$ cat src/rtl/sad_pkg.sv
package sad_pkg;

  parameter int unsigned PIX_W = 8;

  typedef logic [PIX_W-1:0] pix_t;

  // Larger of two unsigned pixels.
  function automatic pix_t pick_hi(input pix_t a, input pix_t b);
    return (a >= b) ? a : b;
  endfunction

  // Smaller of two unsigned pixels.
  function automatic pix_t pick_lo(input pix_t a, input pix_t b);
    return (a >= b) ? b : a;
  endfunction

endpackage

$ cat src/rtl/sad_order.sv
// Stage 1: per-lane sort into larger and smaller pixel.
module sad_order
  import sad_pkg::*;
#(
  parameter int unsigned NPIX = 16
) (
  input  logic                  clk,
  input  logic                  rst_n,
  input  logic                  flush_i,
  input  logic                  take_i,
  input  logic [NPIX*PIX_W-1:0] row_a_i,
  input  logic [NPIX*PIX_W-1:0] row_b_i,
  output logic                  valid_o,
  output logic [NPIX*PIX_W-1:0] hi_o,
  output logic [NPIX*PIX_W-1:0] lo_o
);

  always_ff @(posedge clk or negedge rst_n) begin
    if (!rst_n)        valid_o <= 1'b0;
    else if (flush_i)  valid_o <= 1'b0;
    else               valid_o <= take_i;
  end

  for (genvar l = 0; l < NPIX; l++) begin : g_lane
    pix_t a_l, b_l;
    assign a_l = row_a_i[l*PIX_W +: PIX_W];
    assign b_l = row_b_i[l*PIX_W +: PIX_W];
    always_ff @(posedge clk or negedge rst_n) begin
      if (!rst_n) begin
        hi_o[l*PIX_W +: PIX_W] <= '0;
        lo_o[l*PIX_W +: PIX_W] <= '0;
      end else if (take_i) begin
        hi_o[l*PIX_W +: PIX_W] <= pick_hi(a_l, b_l);
        lo_o[l*PIX_W +: PIX_W] <= pick_lo(a_l, b_l);
      end
    end
  end

endmodule

$ cat src/rtl/sad_fold.sv
// Stage 2: add the larger values, add the widened complements of the smaller ones.
module sad_fold
  import sad_pkg::*;
#(
  parameter int unsigned NPIX  = 16,
  parameter int unsigned SUM_W = 16
) (
  input  logic                  clk,
  input  logic                  rst_n,
  input  logic                  flush_i,
  input  logic                  valid_i,
  input  logic [NPIX*PIX_W-1:0] hi_i,
  input  logic [NPIX*PIX_W-1:0] lo_i,
  output logic                  valid_o,
  output logic [SUM_W-1:0]      hi_sum_o,
  output logic [SUM_W-1:0]      lo_cmp_sum_o
);

  logic [SUM_W-1:0] hi_acc [NPIX+1];
  logic [SUM_W-1:0] lo_acc [NPIX+1];

  assign hi_acc[0] = '0;
  assign lo_acc[0] = '0;

  for (genvar l = 0; l < NPIX; l++) begin : g_add
    logic [SUM_W-1:0] hi_w, lo_w;
    assign hi_w = SUM_W'(hi_i[l*PIX_W +: PIX_W]);
    assign lo_w = SUM_W'(lo_i[l*PIX_W +: PIX_W]);
    assign hi_acc[l+1] = hi_acc[l] + hi_w;
    assign lo_acc[l+1] = lo_acc[l] + ~lo_w;
  end

  always_ff @(posedge clk or negedge rst_n) begin
    if (!rst_n) begin
      valid_o      <= 1'b0;
      hi_sum_o     <= '0;
      lo_cmp_sum_o <= '0;
    end else begin
      valid_o <= valid_i && !flush_i;
      if (valid_i) begin
        hi_sum_o     <= hi_acc[NPIX];
        lo_cmp_sum_o <= lo_acc[NPIX];
      end
    end
  end

  // a valid stage-1 result always moves on to stage 2.
  a_r5_stage_chain: assert property (@(posedge clk) disable iff (!rst_n)
    (valid_i && !flush_i) |=> valid_o);

endmodule

$ cat src/rtl/sad_accum.sv
// Stage 3 plus block control: correction, accumulation, limit test, handshake.
module sad_accum #(
  parameter int unsigned NPIX     = 16,
  parameter int unsigned SUM_W    = 16,
  parameter int unsigned MAX_ROWS = 16,
  localparam int unsigned CW      = $clog2(MAX_ROWS + 1)
) (
  input  logic             clk,
  input  logic             rst_n,
  input  logic             start_i,
  input  logic [CW-1:0]    rows_h_i,
  input  logic [SUM_W-1:0] limit_i,
  input  logic             row_valid_i,
  input  logic             in_valid_i,
  input  logic [SUM_W-1:0] hi_sum_i,
  input  logic [SUM_W-1:0] lo_cmp_sum_i,
  output logic             ready_o,
  output logic             take_o,
  output logic [SUM_W-1:0] sum_o,
  output logic             done_o,
  output logic             early_o
);

  logic             active_q;
  logic [CW-1:0]    h_q, taken_q, added_q;
  logic [SUM_W-1:0] lim_q, acc_q;

  // Named internal events.
  logic             add_ev, hit_limit, last_row, empty_blk, finish;
  logic [SUM_W-1:0] contrib, acc_next;

  assign ready_o   = active_q && (taken_q < h_q);
  assign take_o    = ready_o && row_valid_i;
  assign contrib   = hi_sum_i + lo_cmp_sum_i + SUM_W'(NPIX);
  assign acc_next  = acc_q + contrib;
  assign add_ev    = active_q && in_valid_i;
  assign hit_limit = add_ev && (acc_next >= lim_q);
  assign last_row  = add_ev && ((added_q + CW'(1)) == h_q);
  assign empty_blk = active_q && (h_q == '0);
  assign finish    = hit_limit || last_row || empty_blk;

  always_ff @(posedge clk or negedge rst_n) begin
    if (!rst_n) begin
      active_q <= 1'b0;
      h_q      <= '0;
      lim_q    <= '0;
      taken_q  <= '0;
      added_q  <= '0;
      acc_q    <= '0;
      done_o   <= 1'b0;
      early_o  <= 1'b0;
    end else if (start_i) begin
      active_q <= 1'b1;
      h_q      <= rows_h_i;
      lim_q    <= limit_i;
      taken_q  <= '0;
      added_q  <= '0;
      acc_q    <= '0;
      done_o   <= 1'b0;
      early_o  <= 1'b0;
    end else begin
      done_o <= finish;
      if (take_o) taken_q <= taken_q + CW'(1);
      if (add_ev) begin
        acc_q   <= acc_next;
        added_q <= added_q + CW'(1);
      end
      if (hit_limit) early_o  <= 1'b1;
      if (finish)    active_q <= 1'b0;
    end
  end

  assign sum_o = acc_q;

  // done never lasts two cycles.
  a_r6_done_single: assert property (@(posedge clk) disable iff (!rst_n)
    done_o |=> !done_o);

  // rows taken never exceed the captured row count.
  a_r3_taken_bound: assert property (@(posedge clk) disable iff (!rst_n)
    taken_q <= h_q);

  // early stop is sticky until a new start.
  a_r7_early_sticky: assert property (@(posedge clk) disable iff (!rst_n)
    (early_o && !start_i) |=> early_o);

  // early stop only rises with the sum at or above the limit.
  a_r7_early_cause: assert property (@(posedge clk) disable iff (!rst_n)
    $rose(early_o) |-> (acc_q >= lim_q));

  // the total is frozen while no block is active.
  a_r8_idle_frozen: assert property (@(posedge clk) disable iff (!rst_n)
    (!active_q && !start_i) |=> $stable(acc_q));

endmodule

$ cat src/rtl/sad_unit.sv
module sad_unit
  import sad_pkg::*;
#(
  parameter int unsigned NPIX     = 16,
  parameter int unsigned SUM_W    = 16,
  parameter int unsigned MAX_ROWS = 16,
  localparam int unsigned CW      = $clog2(MAX_ROWS + 1),
  localparam int unsigned ROW_W   = NPIX * PIX_W
) (
  input  logic             clk,
  input  logic             rst_n,
  input  logic             start_i,
  input  logic [CW-1:0]    rows_h_i,
  input  logic [SUM_W-1:0] limit_i,
  input  logic             row_valid_i,
  output logic             row_ready_o,
  input  logic [ROW_W-1:0] row_a_i,
  input  logic [ROW_W-1:0] row_b_i,
  output logic [SUM_W-1:0] sum_o,
  output logic             done_o,
  output logic             early_stop_o
);

  logic             take;
  logic             s1_valid, s2_valid;
  logic [ROW_W-1:0] s1_hi, s1_lo;
  logic [SUM_W-1:0] s2_hi_sum, s2_lo_cmp;

  sad_order #(.NPIX(NPIX)) u_order (
    .clk     (clk),
    .rst_n   (rst_n),
    .flush_i (start_i),
    .take_i  (take),
    .row_a_i (row_a_i),
    .row_b_i (row_b_i),
    .valid_o (s1_valid),
    .hi_o    (s1_hi),
    .lo_o    (s1_lo)
  );

  sad_fold #(.NPIX(NPIX), .SUM_W(SUM_W)) u_fold (
    .clk          (clk),
    .rst_n        (rst_n),
    .flush_i      (start_i),
    .valid_i      (s1_valid),
    .hi_i         (s1_hi),
    .lo_i         (s1_lo),
    .valid_o      (s2_valid),
    .hi_sum_o     (s2_hi_sum),
    .lo_cmp_sum_o (s2_lo_cmp)
  );

  sad_accum #(.NPIX(NPIX), .SUM_W(SUM_W), .MAX_ROWS(MAX_ROWS)) u_accum (
    .clk          (clk),
    .rst_n        (rst_n),
    .start_i      (start_i),
    .rows_h_i     (rows_h_i),
    .limit_i      (limit_i),
    .row_valid_i  (row_valid_i),
    .in_valid_i   (s2_valid),
    .hi_sum_i     (s2_hi_sum),
    .lo_cmp_sum_i (s2_lo_cmp),
    .ready_o      (row_ready_o),
    .take_o       (take),
    .sum_o        (sum_o),
    .done_o       (done_o),
    .early_o      (early_stop_o)
  );

endmodule

$ cat config.mk
export PLATFORM = sky130hd
export DESIGN_NAME = sad_unit
export DESIGN_NICKNAME = d
export VERILOG_FILES = /design/src/rtl/sad_pkg.sv /design/src/rtl/sad_order.sv /design/src/rtl/sad_fold.sv /design/src/rtl/sad_accum.sv /design/src/rtl/sad_unit.sv
export SDC_FILE = /design/constraint.sdc
export NUM_CORES = 1
export LEC_CHECK = 0
export BUFFER_PORTS_ARGS = -buffer_cell sky130_fd_sc_hd__buf_4
export CORE_ASPECT_RATIO = 2
export CORE_UTILIZATION = 55
export CTS_CLUSTER_DIAMETER = 60
export DETAILED_ROUTE_END_ITERATION = 6
export HOLD_SLACK_MARGIN = 0.1
export PLACE_DENSITY = 0.81
export SYNTH_ARGS = -nofsm -noshare
export SYNTH_HDL_FRONTEND = slang
export SYNTH_SLANG_ARGS = --single-unit
$ cat constraint.sdc
create_clock -name clk -period 6.2 [get_ports clk]
set_input_delay 1.24 -clock clk [delete_from_list [all_inputs] [get_ports clk]]
set_output_delay 1.24 -clock clk [all_outputs]
set_load 0.05 [all_outputs]
==> out/qor.csv <==
metric;value;unit
critical path data arrival time;6.62;ns
H-Tree Level Count;2;
crit path launch type;flop;
Nets;3696;
Total Routing Usage GR;31.07;%
# hold bufs at CTS;0;
period utilization;99.47;%
Clk Tree Root Cell;clkbuf_16;
hold crit path type;flop to flop;
die width;157.0;µm
grt met3 use;3.217;%
vias per inst;5.663;
fmax;0.1622;GHz
top_reg_cell synth;dfrtp_1;
largest cells by area after synthesis;dfrtp_1 (32%), fa_1 (17%), ha_1 (11%);
initial antenna violation count;0;
Synth Area in Compound Gates;12.94;%
first-pass GRT wire length;114.2;mm
gr busiest metal;met2;
max cap viols;0;
Slew Viols, Final;0;
post-synthesis mux area share;6.805;%
DRC violation count after routing;0;
clock slew at reported path FFs;0.06;ns
post-synth top area cell;dfrtp_1;
syn_nets;3448;
Die Ht;312.1;µm
Longest Clk Path Bufs;3;
Worst Setup End Kind;flop;
vias in the first global route;21909;
GRT met2 Usage;58.57;%
I/O Pins;300;
Clock Latency Late Sink;0.53;ns
top cell type's share of synthesized area;31.89;%
worst path cell trace;ha_1 -> a21o_1 -> a21oi_2 -> o21ai_2 -> nor2_2 -> xor2_1 -> buf_4 -> fa_1 -> inv_1 -> fa_1 -> fa_1 -> fa_1 -> fa_1 -> inv_1 -> fa_1 -> inv_2 -> ha_4 -> o21a_1 -> a21oi_4 -> o21ai_2 -> a31oi_1 -> or4b_1 -> nand4_1;
Worst Clk Skew;0.01992;ns
most frequent cells in the layout;inv_1 (493), dfrtp_1 (337), buf_4 (329), nor2_1 (227), fa_1 (220);
Fill cells;3864;
final setup violation count;0;
Remaining Overflow, GRT;0;
hold slack;0.5103;ns
XOR/XNOR Fraction of Synth Area;1.259;%
final wirelength;74.01;mm
endpoints failing hold;0;
critical path class;flop to flop;
CP Max Fanout;3;
Top delay family on crit path;adder cells;
YS warnings;0;
Rel. slew slack;26.69;%
Synth Area in Simple Gates;9.237;%
HPWL after detailed placement;60.66;mm
fraction of layout cells with a size suffix above 1;15.21;%
slowest stage cell, crit path;fa_1;
Wirelength per Cell;20.47;µm
gpl congestion;0.8948;
combinational family with the most area after synthesis;adder cells;
Post-Synth Adder-Cell Area;27.75;%
die area;0.04901;mm²
crit path buf inv count;4;
Sink Count;337;
commonest non-fill, non-tap cell in the layout;inv_1;
slew at the pin closest to its max-slew limit;1.100;ns
CP peak stage delay;0.55;ns
Buffers on Ports;299;
first-pass iteration count of the detailed router;5;
mapped cell area;0.02644;mm²
RSZ-0062 raised after global routing;yes;
Initial Utilization;55.66;%
Synth Area per Inst;9.739;µm²
Async SR Flop Fraction;100.0;%
DRT iter0 DRCs;1181;
GRT met1 Usage;29.79;%
status;completed;
area grow syn2layout;14.92;%
CTS tree;built;
#FFs+latches synth;337;
Core ar.;0.04751;mm²
antenna-violating nets left;0;
antenna cells;0;
largest net degree at the start of global routing;255;
via count;20477;
EDFF count, synth;0;
CTS Buf Count;34;
num rows;113;
count of cell types in the netlist;65;
CP required;6.65;ns
sequential cell area fraction in the yosys report;31.89;%
post-layout min period;6.167;ns
synthesized netlist cell count;2715;
Crit path top cell by count;fa_1;
## through the flow
step,setup WS [ns],cell area [µm²],setup TNS [ns],util [%],cells
2_1_floorplan,0.02273,26440,0,-,2715
3_3_place_gp,-0.2894,29000,-0.8175,61.05,3553
3_5_place_dp,-0.2822,29000,-0.9009,61.05,3553
4_1_cts,0.004930,30230,0,63.62,3611
5_1_grt,-0.1973,30380,-0.6137,63.96,3616
6_report,0.03313,30380,0,63.96,3616
## cell usage after synthesis (5+ instances only)
| library cell | count |
|---|---|
| a211oi_1 | 22 |
| a211oi_2 | 6 |
| a21o_1 | 58 |
| a21oi_1 | 216 |
| and2_1 | 5 |
| buf_2 | 68 |
| buf_4 | 20 |
| buf_6 | 12 |
| buf_8 | 5 |
| clkbuf_1 | 16 |
| dfrtp_1 | 337 |
| fa_1 | 224 |
| ha_1 | 228 |
| inv_1 | 507 |
| mux2_2 | 6 |
| mux2i_1 | 173 |
| nand2_1 | 158 |
| nand2b_1 | 20 |
| nand3_1 | 97 |
| nand4_1 | 22 |
| nor2_1 | 229 |
| nor2b_1 | 7 |
| nor3_1 | 11 |
| o211ai_1 | 5 |
| o21a_1 | 12 |
| o21ai_0 | 43 |
| o21ai_1 | 5 |
| o221ai_1 | 89 |
| o31a_1 | 15 |
| o31ai_1 | 6 |
| xnor2_1 | 21 |
| xor2_1 | 17 |
## final cells by class
type,instances,area [µm²],area share [%]
multi-input cells,1747,15590,51.31
flip-flops and latches,337,8433,27.75
repair buffers,336,2587,8.516
inverters,507,1906,6.272
clock buffers,49,978.4,3.220
well taps,632,790.8,2.603
clock inverters,8,100.1,0.3294
## metal layers
layer  vias to the layer above  routed length [µm]
met5                         -                   0
met4                         0                7094
met3                       285                2602
met2                       665               40210
met1                     10059               24110
li1                       9468                   -
## worst register-to-register path, delay by kind of cell (launching register included)
kind            cells  cell delay (ns)
fa+ha+maj           8             3.51
compound gates      7             1.06
simple gates        3             0.67
flops               1             0.39
buf+inv             4             0.33
xor+xnor            1             0.16
## cell families (layout without fill, tap and decap cells)
| family | count (synthesis) | after routing |
|---|---|---|
| DFF | 337 | 337 |
| AOI/OAI and AO/OA | 514 | 514 |
| buffers and inverters | 631 | 900 |
| xor gates and xnor gates | 38 | 38 |
| and+or+nand+nor | 564 | 564 |
| muxes | 179 | 179 |
| adders and majority gates | 452 | 452 |
## repair_timing
item	in CTS	in global routing
setup buffers	3	6
pin swaps	40	48
resized for setup	33	31
endpoints found under the setup margin	5	7
## flip-flops by register name, summed over array words and instances (netlist names)
signal               count
u_fold.hi_sum_o         13
u_accum.h_q              5
u_accum.sum_o           16
u_accum.active_q         1
u_accum.taken_q          5
u_order.lo_o           128
u_accum.early_o          1
u_fold.valid_o           1
u_accum.added_q          5
u_order.hi_o           128
u_accum.done_o           1
u_order.valid_o          1
u_fold.lo_cmp_sum_o     16
u_accum.lim_q           16
## path summary, 6_finish.rpt
path                                        start                      to  slack [ns]  cells after the start
max                               u_order.hi_o[1]     u_fold.hi_sum_o[11]        0.03                     23
min                        u_fold.lo_cmp_sum_o[6]  u_fold.lo_cmp_sum_o[6]        0.51                      1
max reg2reg                       u_order.hi_o[1]     u_fold.hi_sum_o[11]        0.03                     23
min reg2reg                u_fold.lo_cmp_sum_o[6]  u_fold.lo_cmp_sum_o[6]        0.51                      1
max in group asynchronous                   rst_n        u_order.hi_o[92]        4.32                      2
min in group asynchronous                   rst_n        u_order.hi_o[32]        0.58                      1
Power is left out: the tool's default activity adds up to more than one toggle a clock period on the data nets, which glitch-free logic cannot reach.
